[config.mk]
export PLATFORM = sky130hd
export DESIGN_NAME = swz_buf_addr_gen
export DESIGN_NICKNAME = d
export VERILOG_FILES = /design/src/rtl/bufaddr_pkg.sv /design/src/rtl/bufaddr_operand_sel.sv /design/src/rtl/bufaddr_linear.sv /design/src/rtl/bufaddr_swizzle.sv /design/src/rtl/swz_buf_addr_gen.sv
export SDC_FILE = /design/constraint.sdc
export NUM_CORES = 2
export LEC_CHECK = 0
export ABC_AREA = 0
export BUFFER_PORTS_ARGS = -buffer_cell sky130_fd_sc_hd__buf_2
export CAP_MARGIN = 25
export CORE_MARGIN = 4
export CORE_UTILIZATION = 50
export DETAILED_ROUTE_END_ITERATION = 16
export GPL_ROUTABILITY_DRIVEN = 0
export PLACE_DENSITY = 0.7
export SLEW_MARGIN = 0
export SYNTH_ARGS = -nofsm -noshare
export SYNTH_HDL_FRONTEND = slang
export SYNTH_SLANG_ARGS = --single-unit
[constraint.sdc]
create_clock -name clk -period 13.9 [get_ports clk]
set_input_delay 1.39 -clock clk [delete_from_list [all_inputs] [get_ports clk]]
set_output_delay 1.39 -clock clk [all_outputs]
set_load 0.05 [all_outputs]
[src/rtl/bufaddr_pkg.sv]
// Package: shared widths, the operand pair type, and the code decoders
// for the buffer address generator.
// Assumes: both size codes are unsigned and use the power-of-two encoding.
package bufaddr_pkg;

    localparam int ADDR_W      = 32;
    localparam int STRIDE_W    = 14;
    localparam int LANE_W      = 6;
    localparam int IMM_W       = 12;
    localparam int CODE_W      = 2;
    localparam int NUM_CODES   = 1 << CODE_W;
    localparam int GRP_BASE_SH = 3;   // group size is 8 << code
    localparam int ELM_BASE_SH = 1;   // element size is 2 << code
    localparam int SH_W        = 4;

    // Index and offset after operand selection
    typedef struct packed {
        logic [ADDR_W-1:0] index;
        logic [ADDR_W-1:0] offset;
    } addr_terms_t;

    // log2 of the swizzle group size for a code
    function automatic logic [SH_W-1:0] grp_shift(input logic [CODE_W-1:0] code);
        return SH_W'(GRP_BASE_SH) + SH_W'(code);
    endfunction

    // log2 of the element size for a code
    function automatic logic [SH_W-1:0] elm_shift(input logic [CODE_W-1:0] code);
        return SH_W'(ELM_BASE_SH) + SH_W'(code);
    endfunction

endpackage

[src/rtl/bufaddr_operand_sel.sv]
// Operand selection: builds the index and the offset from the instruction
// enables, the vector words, the lane number and the immediate.
// Assumes: the inputs are steady for the cycle they are sampled; purely combinational.
module bufaddr_operand_sel
    import bufaddr_pkg::*;
#(
    parameter int AW = ADDR_W,
    parameter int LW = LANE_W,
    parameter int IW = IMM_W
) (
    input  logic          idx_en,
    input  logic          off_en,
    input  logic          tid_en,
    input  logic [IW-1:0] imm_off,
    input  logic [AW-1:0] opnd0,
    input  logic [AW-1:0] opnd1,
    input  logic [LW-1:0] lane_id,
    output logic [AW-1:0] index,
    output logic [AW-1:0] offset
);

    logic [AW-1:0] vec_index;
    logic [AW-1:0] vec_offset;
    logic [AW-1:0] lane_term;

    // Route the vector words: word 1 carries the offset only when both are enabled
    always_comb begin
        vec_index  = idx_en ? opnd0 : '0;
        vec_offset = '0;
        if (off_en) begin
            vec_offset = idx_en ? opnd1 : opnd0;
        end
    end

    // Lane number enters the index only when the descriptor asks for it
    always_comb begin
        lane_term = tid_en ? AW'(lane_id) : '0;
    end

    // Sum the terms, wrapping at the address width
    always_comb begin
        index  = vec_index + lane_term;
        offset = AW'(imm_off) + vec_offset;
    end

endmodule

[src/rtl/bufaddr_linear.sv]
// Linear layout: record index times stride plus byte offset.
// Assumes: wrap-around at the address width is intended; combinational.
module bufaddr_linear
    import bufaddr_pkg::*;
#(
    parameter int AW = ADDR_W,
    parameter int SW = STRIDE_W
) (
    input  logic [AW-1:0] index,
    input  logic [AW-1:0] offset,
    input  logic [SW-1:0] stride,
    output logic [AW-1:0] result
);

    logic [AW-1:0] scaled;

    // Product truncated to the address width
    always_comb begin
        scaled = index * AW'(stride);
    end

    // Add the byte offset
    always_comb begin
        result = scaled + offset;
    end

endmodule

[src/rtl/bufaddr_swizzle.sv]
// Swizzled layout: splits the index by the group size and the offset by the
// element size, then interleaves elements inside each group of records.
// Every divide and remainder is a shift or a mask; one candidate per code
// value is built in a generate loop and the code picks one.
// Assumes: codes cover 0..NUM_CODES-1; combinational.
module bufaddr_swizzle
    import bufaddr_pkg::*;
#(
    parameter int AW = ADDR_W,
    parameter int SW = STRIDE_W,
    parameter int CW = CODE_W
) (
    input  logic [AW-1:0] index,
    input  logic [AW-1:0] offset,
    input  logic [SW-1:0] stride,
    input  logic [CW-1:0] grp_code,
    input  logic [CW-1:0] elm_code,
    output logic [AW-1:0] result
);

    localparam int NC = 1 << CW;

    logic [AW-1:0] iq_c [NC];
    logic [AW-1:0] ir_c [NC];
    logic [AW-1:0] oq_c [NC];   // offset quotient already scaled back by element size
    logic [AW-1:0] or_c [NC];

    // One quotient/remainder pair per code value
    for (genvar g = 0; g < NC; g++) begin : g_split
        localparam int GSH = GRP_BASE_SH + g;
        localparam int ESH = ELM_BASE_SH + g;
        localparam logic [AW-1:0] GMASK = AW'((64'd1 << GSH) - 64'd1);
        localparam logic [AW-1:0] EMASK = AW'((64'd1 << ESH) - 64'd1);

        // Index split at the group boundary
        always_comb begin
            iq_c[g] = index >> GSH;
            ir_c[g] = index & GMASK;
        end

        // Offset split at the element boundary
        always_comb begin
            oq_c[g] = offset & ~EMASK;
            or_c[g] = offset & EMASK;
        end
    end

    logic [AW-1:0]   iq, ir, oq_scaled, orem;
    logic [SH_W-1:0] gsh, esh;
    logic [AW-1:0]   major, minor;

    // Pick the candidates named by the two codes
    always_comb begin
        iq        = iq_c[grp_code];
        ir        = ir_c[grp_code];
        oq_scaled = oq_c[elm_code];
        orem      = or_c[elm_code];
        gsh       = grp_shift(grp_code);
        esh       = elm_shift(elm_code);
    end

    // Group part: record column times stride plus element column, scaled by group size
    always_comb begin
        major = ((iq * AW'(stride)) + oq_scaled) << gsh;
    end

    // In-group part: lane slot times element size plus byte within the element
    always_comb begin
        minor = (ir << esh) + orem;
    end

    // Final sum, wrapping at the address width
    always_comb begin
        result = major + minor;
    end

endmodule

[src/rtl/swz_buf_addr_gen.sv]
// Top: valid/ready front, operand selection, both layout datapaths chosen by
// the descriptor, and one output register that holds the result until taken.
// Assumes: request fields are valid in the cycle req_valid is high.
module swz_buf_addr_gen
    import bufaddr_pkg::*;
#(
    parameter int AW = ADDR_W,
    parameter int SW = STRIDE_W,
    parameter int LW = LANE_W,
    parameter int IW = IMM_W,
    parameter int CW = CODE_W
) (
    input  logic          clk,
    input  logic          rst_n,
    input  logic          req_valid,
    output logic          req_ready,
    input  logic          idx_en,
    input  logic          off_en,
    input  logic [IW-1:0] imm_off,
    input  logic [AW-1:0] opnd0,
    input  logic [AW-1:0] opnd1,
    input  logic [LW-1:0] lane_id,
    input  logic [SW-1:0] stride,
    input  logic          swz_en,
    input  logic          tid_en,
    input  logic [CW-1:0] idx_stride_code,
    input  logic [CW-1:0] elem_size_code,
    output logic          rsp_valid,
    input  logic          rsp_ready,
    output logic [AW-1:0] rsp_offset
);

    logic [AW-1:0] index, offset;
    logic [AW-1:0] lin_result, swz_result, next_offset;
    logic          accept;

    bufaddr_operand_sel #(.AW(AW), .LW(LW), .IW(IW)) u_sel (
        .idx_en  (idx_en),
        .off_en  (off_en),
        .tid_en  (tid_en),
        .imm_off (imm_off),
        .opnd0   (opnd0),
        .opnd1   (opnd1),
        .lane_id (lane_id),
        .index   (index),
        .offset  (offset)
    );

    bufaddr_linear #(.AW(AW), .SW(SW)) u_lin (
        .index  (index),
        .offset (offset),
        .stride (stride),
        .result (lin_result)
    );

    bufaddr_swizzle #(.AW(AW), .SW(SW), .CW(CW)) u_swz (
        .index    (index),
        .offset   (offset),
        .stride   (stride),
        .grp_code (idx_stride_code),
        .elm_code (elem_size_code),
        .result   (swz_result)
    );

    // Layout select and handshake decode
    always_comb begin
        next_offset = swz_en ? swz_result : lin_result;
        req_ready   = !rsp_valid || rsp_ready;
        accept      = req_valid && req_ready;
    end

    // Output slot occupancy
    always_ff @(posedge clk) begin
        if (!rst_n) begin
            rsp_valid <= 1'b0;
        end else if (req_ready) begin
            rsp_valid <= req_valid;
        end
    end

    // Output payload, loaded only on acceptance
    always_ff @(posedge clk) begin
        if (!rst_n) begin
            rsp_offset <= '0;
        end else if (accept) begin
            rsp_offset <= next_offset;
        end
    end

endmodule


==> flow_metrics.py <==
metrics = {
    "placement": {
        "dp_hpwl_mm": 78.91,
        "io_buffers": 141,
    },
    "grt": {
        "grt_overflow_total": 0,
        "grt.total_usage_pct": 30.88,
        "antenna_found_initial": 5,
        "grt_pass1_vias": 26233,
        "grt_pass1_wl_mm": 152.0,
        "grt_start_max_net_pins": 63,
    },
    "floorplan": {
        "ios": 142,
        "die_y_microns": 251.4,
        "start_util_pct": 50.96,
        "core_area_sq_um": 58140,
        "die_area_sq_um": 63210,
        "num_rows": 88,
        "fp.dieW_microns": 251.4,
    },
    "critical_path": {
        "r2r_cells": 6,
        "rr_startpoint": "rsp_valid$_SDFFE_PN0N_",
        "critical_path.max_fanout": 17,
        "crit_required_ps": 14140,
        "r2r_end": "rsp_offset[16]$_SDFFE_PN0P_",
        "path_class": "primary input to flip-flop",
        "crit_path_start_kind": "primary input",
        "cp_top_family": "adder cells",
        "crit_buf_inv": 8,
        "startpoint": "idx_en",
        "crit_path_top_delay_cell": "mux4_2",
        "crit_cells": 45,
        "reg2reg_setup_slack_ps": 12090,
        "setup.worst_path.end": "rsp_offset[17]$_SDFFE_PN0P_",
        "max_stage_delay_ps": 790,
        "worstPathArrival_ps": 13220,
        "worstSetupEndpointType": "flip-flop",
    },
    "sta": {
        "fmax_ghz": 0.07701,
        "clock_skew_ps": 4.603,
        "layout_min_cycle_time_ps": 12990,
        "hold_violations": 0,
        "rsz0062_at_grt": "false",
        "post-route-period-util_pct": 93.42,
        "finalSetupViolCount": 0,
        "fin_tns_setup_ps": 0,
        "max_slew.worst_pin.slew_ps": 1034,
        "slew_headroom_pct": 31.01,
        "maxSlewViolCount": 0,
    },
    "detailed_routing": {
        "vias": 25636,
        "drtIter0Drc": 2387,
        "ant_nets": 0,
        "dr.pass1.iters": 7,
        "viasPerCell": 5.901,
        "wl_mm": 97.69,
        "routedWlPerCell_microns": 22.49,
        "drc": 0,
    },
    "synth": {
        "synth_edf_count": 0,
        "synth.largest_area_cell": "fa_1",
        "netlist_area_sq_um": 29630,
        "yosysSeqAreaShare_pct": 2.230,
        "yosys_warnings": 0,
        "synthesis.instances": 3568,
        "syn-mean-instance-area_sq_um": 8.304,
        "ys_types": 97,
        "yosys.area.top_type_share_pct": 41.15,
        "synth_nets": 4445,
        "async_flop_share_pct": 0,
        "synthFlopType": "dfxtp_1",
        "synth_area_leaders": "fa_1 (41%), inv_1 (8.0%), nand2_1 (7.7%)",
        "synth_seq_cells": 33,
    },
    "cts": {
        "hold_buffers": 0,
        "clock_latency_ps": 290,
        "cts.sinks": 33,
        "path_clk_slew_ps": 60,
        "htreeDepth": 2,
        "cts_resized": 0,
        "cts_buffers": 5,
        "cts_buffer_depth": 2,
        "cts_setup_buffers": 0,
        "cts_root_buf": "clkbuf_16",
        "tritoncts": "built",
    },
    "layout": {
        "nNetsFinal": 4453,
        "area_growth_pct": 4.802,
        "layout-drive-gt1-share_pct": 7.632,
        "fillers": 5567,
    },
    "outcome": {
        "status": "completed",
    },
    "min_path": {
        "worstHoldPathType": "flip-flop to flip-flop",
    },
    "run": {
        "cap_viol_max_count": 0,
    },
}
## synthesized netlist by cell type, drive strengths merged, types with 23 or more instances
library cell and count:
a21o 34, mux2i 74, a211oi 31, ha 160, nand3 28, o211ai 24, inv 629, a21oi 100
nand2b 23, clkbuf 181, and2 236, o21a 23, o21ai 82, nand2 610, xor2 69, and3 43
xnor2 102, dfxtp 33, nor3 33, buf 23, nor2 154, fa 609
## cells in the final DEF (no fill, tap or decap), drive strengths merged, types with 8 or more instances in the layout
cell type	synthesis	routed
nor2	154	154
or3	15	15
ha	160	160
nand2	610	610
a211oi	31	31
o21bai	15	15
nand3	28	28
and3	43	43
inv	629	629
nor3	33	33
o21ai	82	82
and4	11	11
nand2b	23	23
buf	23	205
mux2i	74	74
nor3b	9	9
o211a	8	8
o2111ai	12	12
nand4	18	18
and2	236	236
nor2b	17	17
o21a	23	23
xnor2	102	102
fa	609	609
a31oi	13	13
a21o	34	34
a21oi	100	100
mux4	10	10
mux2	21	21
dfxtp	33	33
o211ai	24	24
nor4	11	11
xor2	69	69
## area by class of cell
class                           instances  area, sq um  area share [%]
Inverter                              630         2365           7.616
Multi-Input combinational cell       2701        25730           82.87
Clock buffer                            6        128.9          0.4151
Tap cell                              765        957.2           3.083
Sequential cell                        33        660.6           2.128
Clock inverter                          2        10.01         0.03224
Antenna cell                            2        5.005         0.01612
Timing Repair Buffer                  205         1192           3.840
## flip-flops by register name (all words and copies together) (netlist names)
| signal | cells |
|---|---|
| rsp_valid | 1 |
| rsp_offset | 32 |
## logic make-up (layout without fill, tap and decap cells)
kind of cell | count (synthesis) | after routing | synth area share, %
adders and majority gates | 769 | 769 | 47.91
other | 0 | 2 | 0
and+or+nand+nor | 1231 | 1231 | 19.77
buffers and inverters | 834 | 843 | 10.95
xor gates and xnor gates | 176 | 176 | 5.452
DFF | 33 | 33 | 2.230
AOI/OAI and AO/OA | 420 | 420 | 9.625
muxes | 105 | 105 | 4.067
## worst min path at each step
stage | startpoint | endpoint | slack (ps) | cells past startpoint
finish | rsp_offset[9]$_SDFFE_PN0P_ | rsp_offset[9]$_SDFFE_PN0P_ | 460 | 2
CTS | rsp_offset[9]$_SDFFE_PN0P_ | rsp_offset[9]$_SDFFE_PN0P_ | 460 | 2
global route | rsp_offset[9]$_SDFFE_PN0P_ | rsp_offset[9]$_SDFFE_PN0P_ | 480 | 2
floorplan | rsp_offset[10]$_SDFFE_PN0P_ | rsp_offset[10]$_SDFFE_PN0P_ | 680 | 2
global placement | rsp_offset[13]$_SDFFE_PN0P_ | rsp_offset[13]$_SDFFE_PN0P_ | 440 | 2
detailed placement | rsp_offset[9]$_SDFFE_PN0P_ | rsp_offset[9]$_SDFFE_PN0P_ | 450 | 2
## through the flow
step	hold slack (ps)	cell area, sq um	utilization [%]	setup WS (ps)	cells
3_3_place_gp	444.3	30890	53.13	922.0	4332
4_1_cts	457.4	31030	53.38	1206	4341
2_1_floorplan	675.4	29630	-	496.8	3568
5_1_grt	481.4	31050	53.40	477.5	4343
3_5_place_dp	449.3	30890	53.14	904.3	4333
6_report	456.4	31050	53.41	914.9	4344
## tightest hold or removal path, stage by stage (launching register included)
cell and delay, ps:
dfxtp_1 310, nand2_1 50, a21oi_1 50
## metal layers
metal,up-vias,global-route usage [%],wire length (microns)
li1,11116,-,-
met1,12684,40.72,37030
met2,1546,48.50,43130
met3,288,7.566,11580
met4,2,14.19,5932
met5,-,0,13
Power is left out: the tool's default activity adds up to more than one toggle a clock period on the data nets, which glitch-free logic cannot reach.
